`src/rtl/slotfmt_pkg.sv`:
```
package slotfmt_pkg;

  // Flag order within a slot, right after the sample:
  // [0] validity, [1] user, [2] channel status, [3] block sync
  localparam int FLAG_W = 4;

  typedef enum logic [1:0] {
    FLD_SAMPLE,
    FLD_FLAG,
    FLD_PAD
  } field_e;

  // Which field a given slot bit index belongs to
  function automatic field_e field_of(input int k, input int sample_w);
    if (k < sample_w) return FLD_SAMPLE;
    if (k < sample_w + FLAG_W) return FLD_FLAG;
    return FLD_PAD;
  endfunction

  // Position of the next bit within a frame, wrapping at the end
  function automatic int frame_pos_next(input int pos, input int frame_bits);
    return (pos == frame_bits - 1) ? 0 : pos + 1;
  endfunction

endpackage

```
`src/rtl/slotfmt_clkgen.sv`:
```
module slotfmt_clkgen #(
  parameter int HALF_DIV  = 2,
  parameter int SLOT_BITS = 32,
  localparam int FRAME_BITS = 2 * SLOT_BITS,
  localparam int POS_W      = $clog2(FRAME_BITS),
  localparam int CNT_W      = $clog2(HALF_DIV + 1)
) (
  input  logic             clk,
  input  logic             rst,
  output logic             bclk_o,
  output logic             lrck_o,
  output logic             fall_evt_o,
  output logic             rise_evt_o,
  output logic             frame_start_o,
  output logic [POS_W-1:0] pos_o,
  output logic [POS_W-1:0] next_pos_o
);

  logic [CNT_W-1:0] hcnt_q;
  logic             bclk_q;
  logic             lrck_q;
  logic [POS_W-1:0] pos_q;
  logic [POS_W-1:0] pos_nx;
  logic             wrap;

  assign wrap          = (hcnt_q == CNT_W'(HALF_DIV - 1));
  assign fall_evt_o    = wrap & bclk_q;
  assign rise_evt_o    = wrap & ~bclk_q;
  assign pos_nx        = POS_W'(slotfmt_pkg::frame_pos_next(int'(pos_q), FRAME_BITS));
  assign frame_start_o = fall_evt_o && (pos_q == POS_W'(FRAME_BITS - 1));

  always_ff @(posedge clk) begin
    if (rst) begin
      hcnt_q <= '0;
      bclk_q <= 1'b0;
      lrck_q <= 1'b0;
      pos_q  <= POS_W'(FRAME_BITS - 1);
    end else begin
      hcnt_q <= wrap ? '0 : hcnt_q + 1'b1;
      if (wrap) bclk_q <= ~bclk_q;
      if (fall_evt_o) begin
        pos_q  <= pos_nx;
        lrck_q <= (pos_nx < POS_W'(SLOT_BITS));
      end
    end
  end

  assign bclk_o     = bclk_q;
  assign lrck_o     = lrck_q;
  assign pos_o      = pos_q;
  assign next_pos_o = pos_nx;

  // the bit clock flips only after a full half period
  assert_bclk_half_R1: assert property (@(posedge clk) disable iff (rst)
    !$stable(bclk_q) |-> $past(wrap));

  // the frame clock moves only with a falling bit-clock edge
  assert_lrck_on_fall_R2: assert property (@(posedge clk) disable iff (rst)
    !$stable(lrck_q) |-> $past(fall_evt_o));

  // the frame clock rises exactly at frame bit 0
  assert_lrck_rise_pos_R2: assert property (@(posedge clk) disable iff (rst)
    $rose(lrck_q) |-> (pos_q == '0));

endmodule

```
`src/rtl/slotfmt_tx.sv`:
```
module slotfmt_tx #(
  parameter int SAMPLE_W  = 24,
  parameter int SLOT_BITS = 32,
  localparam int FRAME_BITS = 2 * SLOT_BITS,
  localparam int POS_W      = $clog2(FRAME_BITS)
) (
  input  logic                clk,
  input  logic                rst,
  input  logic                fall_evt_i,
  input  logic                frame_start_i,
  input  logic [POS_W-1:0]    next_pos_i,
  input  logic [SAMPLE_W-1:0] left_i,
  input  logic [SAMPLE_W-1:0] right_i,
  input  logic [3:0]          left_flags_i,
  input  logic [3:0]          right_flags_i,
  output logic                sdo_o
);

  logic [FRAME_BITS-1:0] live_frame;
  logic [FRAME_BITS-1:0] shadow_q;
  logic                  sdo_q;

  // Slot layout: sample, then flags, then zero padding; left slot first
  for (genvar k = 0; k < SLOT_BITS; k++) begin : g_slot
    if (slotfmt_pkg::field_of(k, SAMPLE_W) == slotfmt_pkg::FLD_SAMPLE) begin : g_smp
      assign live_frame[k]             = left_i[k];
      assign live_frame[SLOT_BITS + k] = right_i[k];
    end else if (slotfmt_pkg::field_of(k, SAMPLE_W) == slotfmt_pkg::FLD_FLAG) begin : g_flg
      assign live_frame[k]             = left_flags_i[k - SAMPLE_W];
      assign live_frame[SLOT_BITS + k] = right_flags_i[k - SAMPLE_W];
    end else begin : g_pad
      assign live_frame[k]             = 1'b0;
      assign live_frame[SLOT_BITS + k] = 1'b0;
    end
  end

  always_ff @(posedge clk) begin
    if (rst) begin
      shadow_q <= '0;
      sdo_q    <= 1'b0;
    end else if (fall_evt_i) begin
      if (frame_start_i) begin
        shadow_q <= live_frame;
        sdo_q    <= live_frame[0];
      end else begin
        sdo_q <= shadow_q[next_pos_i];
      end
    end
  end

  assign sdo_o = sdo_q;

  // serial data moves only with a falling bit-clock edge
  assert_sdo_on_fall_R3: assert property (@(posedge clk) disable iff (rst)
    !$stable(sdo_q) |-> $past(fall_evt_i));

  // the shadow is reloaded only at the start of a frame
  assert_shadow_at_start_R8: assert property (@(posedge clk) disable iff (rst)
    !$stable(shadow_q) |-> $past(frame_start_i));

endmodule

```
`src/rtl/slotfmt_rx.sv`:
```
module slotfmt_rx #(
  parameter int SAMPLE_W  = 24,
  parameter int SLOT_BITS = 32,
  localparam int FRAME_BITS = 2 * SLOT_BITS,
  localparam int POS_W      = $clog2(FRAME_BITS)
) (
  input  logic                clk,
  input  logic                rst,
  input  logic                rise_evt_i,
  input  logic [POS_W-1:0]    pos_i,
  input  logic                aux_i,
  output logic [SAMPLE_W-1:0] rx_left_o,
  output logic [SAMPLE_W-1:0] rx_right_o,
  output logic [3:0]          rx_left_flags_o,
  output logic [3:0]          rx_right_flags_o,
  output logic                rx_valid_o
);

  localparam logic [POS_W-1:0] LAST_POS = POS_W'(FRAME_BITS - 1);

  logic [FRAME_BITS-1:0] buf_q;
  logic [FRAME_BITS-1:0] full;
  logic                  armed_q;
  logic                  publish;

  always_comb begin
    full                 = buf_q;
    full[FRAME_BITS-1]   = aux_i;
  end

  assign publish = rise_evt_i && (pos_i == LAST_POS) && armed_q;

  always_ff @(posedge clk) begin
    if (rst) begin
      buf_q            <= '0;
      armed_q          <= 1'b0;
      rx_left_o        <= '0;
      rx_right_o       <= '0;
      rx_left_flags_o  <= '0;
      rx_right_flags_o <= '0;
      rx_valid_o       <= 1'b0;
    end else begin
      rx_valid_o <= publish;
      if (rise_evt_i) begin
        buf_q[pos_i] <= aux_i;
        if (pos_i == '0) armed_q <= 1'b1;
      end
      if (publish) begin
        rx_left_o        <= full[SAMPLE_W-1:0];
        rx_left_flags_o  <= full[SAMPLE_W +: 4];
        rx_right_o       <= full[SLOT_BITS +: SAMPLE_W];
        rx_right_flags_o <= full[SLOT_BITS + SAMPLE_W +: 4];
      end
    end
  end

  // the strobe lasts one clock
  assert_rx_pulse_R9: assert property (@(posedge clk) disable iff (rst)
    rx_valid_o |=> !rx_valid_o);

  // the strobe follows the rising edge of the last frame bit
  assert_rx_at_last_R9: assert property (@(posedge clk) disable iff (rst)
    rx_valid_o |-> ($past(rise_evt_i) && ($past(pos_i) == LAST_POS)));

endmodule

```
`src/rtl/slotfmt_top.sv`:
```
module slotfmt_top #(
  parameter int SAMPLE_W  = 24,
  parameter int SLOT_BITS = 32,
  parameter int HALF_DIV  = 2,
  parameter bit RX_EN     = 1'b1,
  localparam int FRAME_BITS = 2 * SLOT_BITS,
  localparam int POS_W      = $clog2(FRAME_BITS)
) (
  input  logic                clk,
  input  logic                rst,
  input  logic [SAMPLE_W-1:0] left_i,
  input  logic [SAMPLE_W-1:0] right_i,
  input  logic [3:0]          left_flags_i,
  input  logic [3:0]          right_flags_i,
  input  logic                aux_i,
  output logic                bclk_o,
  output logic                lrck_o,
  output logic                sdo_o,
  output logic [SAMPLE_W-1:0] rx_left_o,
  output logic [SAMPLE_W-1:0] rx_right_o,
  output logic [3:0]          rx_left_flags_o,
  output logic [3:0]          rx_right_flags_o,
  output logic                rx_valid_o
);

  logic             fall_evt;
  logic             rise_evt;
  logic             frame_start;
  logic [POS_W-1:0] pos;
  logic [POS_W-1:0] next_pos;

  slotfmt_clkgen #(.HALF_DIV(HALF_DIV), .SLOT_BITS(SLOT_BITS)) u_clkgen (
    .clk           (clk),
    .rst           (rst),
    .bclk_o        (bclk_o),
    .lrck_o        (lrck_o),
    .fall_evt_o    (fall_evt),
    .rise_evt_o    (rise_evt),
    .frame_start_o (frame_start),
    .pos_o         (pos),
    .next_pos_o    (next_pos)
  );

  slotfmt_tx #(.SAMPLE_W(SAMPLE_W), .SLOT_BITS(SLOT_BITS)) u_tx (
    .clk           (clk),
    .rst           (rst),
    .fall_evt_i    (fall_evt),
    .frame_start_i (frame_start),
    .next_pos_i    (next_pos),
    .left_i        (left_i),
    .right_i       (right_i),
    .left_flags_i  (left_flags_i),
    .right_flags_i (right_flags_i),
    .sdo_o         (sdo_o)
  );

  if (RX_EN) begin : g_rx
    slotfmt_rx #(.SAMPLE_W(SAMPLE_W), .SLOT_BITS(SLOT_BITS)) u_rx (
      .clk              (clk),
      .rst              (rst),
      .rise_evt_i       (rise_evt),
      .pos_i            (pos),
      .aux_i            (aux_i),
      .rx_left_o        (rx_left_o),
      .rx_right_o       (rx_right_o),
      .rx_left_flags_o  (rx_left_flags_o),
      .rx_right_flags_o (rx_right_flags_o),
      .rx_valid_o       (rx_valid_o)
    );
  end else begin : g_no_rx
    logic unused_rx;
    assign unused_rx        = aux_i ^ rise_evt;
    assign rx_left_o        = '0;
    assign rx_right_o       = '0;
    assign rx_left_flags_o  = '0;
    assign rx_right_flags_o = '0;
    assign rx_valid_o       = 1'b0;
  end

endmodule

```
`config.mk`:
```
export PLATFORM = sky130hd
export DESIGN_NAME = slotfmt_top
export DESIGN_NICKNAME = d
export VERILOG_FILES = /design/src/rtl/slotfmt_pkg.sv /design/src/rtl/slotfmt_clkgen.sv /design/src/rtl/slotfmt_tx.sv /design/src/rtl/slotfmt_rx.sv /design/src/rtl/slotfmt_top.sv
export SDC_FILE = /design/constraint.sdc
export NUM_CORES = 1
export LEC_CHECK = 0
export BUFFER_PORTS_ARGS = -buffer_cell sky130_fd_sc_hd__buf_2
export CAP_MARGIN = 20
export CORE_MARGIN = 3
export CORE_UTILIZATION = 40
export CTS_CLUSTER_DIAMETER = 150
export DETAILED_ROUTE_END_ITERATION = 7
export GPL_TIMING_DRIVEN = 0
export PLACE_DENSITY = 0.62
export SYNTH_ARGS = -nofsm -noshare
export SYNTH_HDL_FRONTEND = slang
export SYNTH_SLANG_ARGS = --single-unit
```
`constraint.sdc`:
```
create_clock -name clk -period 5.55 [get_ports clk]
set_clock_uncertainty 0.1 [all_clocks]
set_input_delay 0.2775 -clock clk [delete_from_list [all_inputs] [get_ports clk]]
set_output_delay 0.2775 -clock clk [all_outputs]
set_load 0.01 [all_outputs]
```
==> run summary <==
In the final routed layout, each cell accounts on average for 15.8 um. After synthesis, the mean cell area works out to 7.87 um^2. Of the total power, registers draw 48.3%.

For the length of the first detailed-routing pass in iterations, the log shows 5. The maximum number of pins on one net before global-route repair is 17. Setup repair after global routing left no endpoint under its margin. During synthesis, Yosys emitted a total of 0 warnings. The clock-pin slew on the worst setup and hold paths was 70 ps; the switching power summed over all nets was 747 uW. Number of core rows: 49. The time the worst path needs with I/O delays and setup was 3180 ps.

Counting flops with a built-in enable in the synthesized netlist gives 0. The number of setup buffers added after CTS is 0. The fraction of post-synthesis cell area in the top cell type by area was 48.1%. In this run the tightest slew margin relative to its limit is 27.2%. The tools report the worst hold margin as -0.00316 ps. After global routing the overflow that remains totals 0. The critical path class is reg -> reg.

The launch point of the worst reg-to-reg path was u_clkgen.pos_o[0]. Of the total power, the share spent switching nets is 26.9%. The number of global-route vias before repair came out at 6719.

The most used flip-flop cell after synthesis is dfxtp_1. The number of gates resized after CTS was 0. For the worst setup path, the data arrival time is 3410 ps. STA classifies the critical path startpoint as a flop. After detailed routing, the total wire length is 21800 um.

The commonest cells after synthesis are nand2_1 (271), dfxtp_1 (181), a21oi_1 (162), o21ai_0 (50), nor2_1 (47). The synthesized design contains 181 register bits. The required time at the endpoint of the critical path is 5780 ps. Cell internal power was estimated by the tool at 2.03 mW.

Count of final max-slew check failures: 0. The tightest min-delay check is of the in -> reg type. The critical path starts at u_clkgen.pos_o[0]. For the starting utilization of the core area, the log shows 41.3%.

The logs give 9400 um^2 for the final design instance area without fill and 7203 for the via count. The library cell occupying the most area in the post-synthesis netlist is dfxtp_1. The die is 143 um wide. Detailed placement ended at an HPWL of 15100 um. In the final layout, the share of cells above drive strength 1 is 16.4%. The via density per instance came out at 5.22. The root buffer cell is clkbuf_16. For this design, the sink count on the clock tree is 181.

After synthesis, the share of flip-flops with an asynchronous set or reset is 0%. The combinational family with the most area after synthesis was simple AND/OR/NAND/NOR gates. The netlist uses 60 different library cells.

In the final design database the tool counted 1201 nets. The first global-routing pass estimated 34300 um of wire. Pin placement for this block handled 119 I/O pins.

In the routed design, unresolved DRC markers number 0. When the netlist entered floorplanning its net count stood at 1018. 0 antenna diodes ended up in the layout. The die covers 20500 um^2. From bottom edge to top edge, the die measures 143 um.

The detailed router finished its first iteration with 472 violations. The number of clock buffers added by TritonCTS is 17. The logs give 18200 um^2 for the core footprint and 11.9% for the proportion of power drawn by combinational gates.

Setup violations remaining at the end of the flow were counted as 0. The clock tree synthesis step divided the H-tree into 4 levels. In the final timing run, aggregate negative setup slack is 0 ps.

The achievable clock frequency was 315 MHz; the final instance count without filler cells was 1380. After synthesis, the cell types taking the most area are dfxtp_1 (48%), nand2_1 (14%), a21oi_1 (11%). For this run, the register share of the synthesized area comes to 48.1%.

The final hold violation count is 1, and the count of antenna-violating nets left after detailed routing is 0. STA classifies the critical path endpoint as a flop. The area added between synthesis and finish is 24.9%, and the number of fillers in the final layout is 1809.

For the number of buffers on the longest clock path, the log shows 2. The synthesized netlist devotes 23.5% of its cell area to simple gates. The number of cells produced by synthesis is 956, and the latest clock arrival within the worst-skew pair is 430 ps. In this run, the clock network consumes 39.8% of the power. At the end of routability-driven placement, the weighted congestion stood at 0.921.

The run finished, with violations left. The synthesized netlist devotes 0.499% of its cell area to adder and majority cells. Of all nets on the critical path, the largest fanout is 10. The number of antenna violations at the first check in global routing is 0, and the slack of the worst reg-to-reg path is 2370 ps. The number of placed instances, taps included, is 1301.

The cell area after placement came out at 8390 um^2. Summing every instance area after synthesis gives 7530 um^2. The actual transition at the worst max-transition pin works out to 1080 ps.

Measured against the total synthesized area, the mux share comes to 4.62%. Worst min-delay path startpoint: left_i[8]. TritonCTS built the clock tree. In the finished design, the share of the clock period the worst path needs comes to 57.2%.

Worst supply voltage drop on vdd: 0.243 mV. Of the total synthesized cell area, the portion taken by XOR and XNOR cells is 0.814%. The checks that failed: negative hold slack. The run gives 21.2% as the overall fraction of global-route tracks in use. The tools report the number of violations of the max-capacitance limit as 0.

The most common cell in the synthesized netlist is nand2_1. Summing the areas of all compound-gate instances in the mapped netlist gives 17.6% of the synthesized area. Port buffering added 116 buffers. The final cell utilization of the core came out at 51.6%.

The cell area power density was 295 nW/um^2. The analysis attributes to cell leakage a power of 3.45 nW. The hold buffer count at cts was 48.
[final cells by class]
cell class | instances | area (um^2) | area share, %
repair buffers | 164 | 1060 | 11.3
inverters | 3 | 11.3 | 0.120
clock inverters | 11 | 81.3 | 0.865
clock buffers | 20 | 447 | 4.75
multi-input cells | 697 | 3540 | 37.7
plain buffers | 75 | 352 | 3.74
flip-flops and latches | 181 | 3620 | 38.5
well taps | 229 | 287 | 3.05
[placed cells by master, fill, tap and decap left out, types with 17 or more instances in the layout]
| master | synthesis | final |
|---|---|---|
| nand2_1 | 271 | 271 |
| dfxtp_1 | 181 | 181 |
| a21oi_1 | 162 | 162 |
| buf_2 | 14 | 130 |
| o21ai_0 | 50 | 50 |
| clkbuf_1 | 46 | 48 |
| dlygate4sd3_1 | 0 | 48 |
| nor2_1 | 47 | 47 |
| nand3_1 | 35 | 35 |
| mux2i_1 | 22 | 22 |
| clkbuf_16 | 0 | 17 |
[logic make-up (layout without fill, tap and decap cells)]
logic type,after synthesis,count (layout)
buffers and inverters,78,273
multiplexers,30,30
AO/OA/AOI/OAI,243,243
AND/OR/NAND/NOR,414,414
adder cells (fa/ha/maj),3,3
flip-flops,181,181
XOR/XNOR,7,7
[power groups by stage]
stage | Clock [mW] | Combinational [mW] | Sequential [mW]
floorplan | 0 | 0.203 | 1.37
global placement | 0 | 0.298 | 1.37
detailed placement | 0 | 0.299 | 1.37
CTS | 1.12 | 0.326 | 1.34
global route | 1.17 | 0.364 | 1.34
finish | 1.10 | 0.331 | 1.34
[metal layers]
metal / GRT usage [%] / wire [um] / share of wire [%]
met2: 35.9 / 10500 / 48
met4: 5.55 / 225 / 1.0
met1: 27.8 / 10000 / 46
met5: 0 / 0 / 0
met3: 4.25 / 1090 / 5.0
[registers in the layout, indices dropped and copies added, names as in the netlist]
| signal | cells |
|---|---|
| g_rx.u_rx.rx_right_flags_o | 4 |
| u_tx.sdo_o | 1 |
| u_tx.shadow_q | 56 |
| g_rx.u_rx.rx_valid_o | 1 |
| u_clkgen.bclk_o | 1 |
| u_clkgen.hcnt_q | 2 |
| g_rx.u_rx.rx_left_flags_o | 4 |
| u_clkgen.pos_o | 6 |
| g_rx.u_rx.rx_right_o | 24 |
| g_rx.u_rx.rx_left_o | 24 |
| g_rx.u_rx.buf_q | 56 |
| u_clkgen.lrck_o | 1 |
| g_rx.u_rx.armed_q | 1 |
[per-stage QoR]
step	power, mW	setup slack (ps)
after floorplan	1.57	3040
after global placement	1.67	2400
after detailed placement	1.67	2380
after CTS	2.78	2370
after global routing	2.87	2220
final	2.78	2370
[critical path, stage by stage, from the launching register on]
cell	delay, ps
dfxtp_1	380
buf_4	200
buf_2	250
inv_1	110
ha_1	320
buf_2	220
clkbuf_1	560
mux4_2	410
o21ai_1	140
o311ai_1	130
a32o_1	240
[path summary, 6_finish.rpt]
path,to,cells past startpoint
worst max-delay path,u_tx.sdo_o,10
worst min-delay path,u_tx.shadow_q[8],3
worst max register to register,u_tx.sdo_o,10
worst min register to register,u_clkgen.hcnt_q[0],1
(Power assumes the default switching activity.)
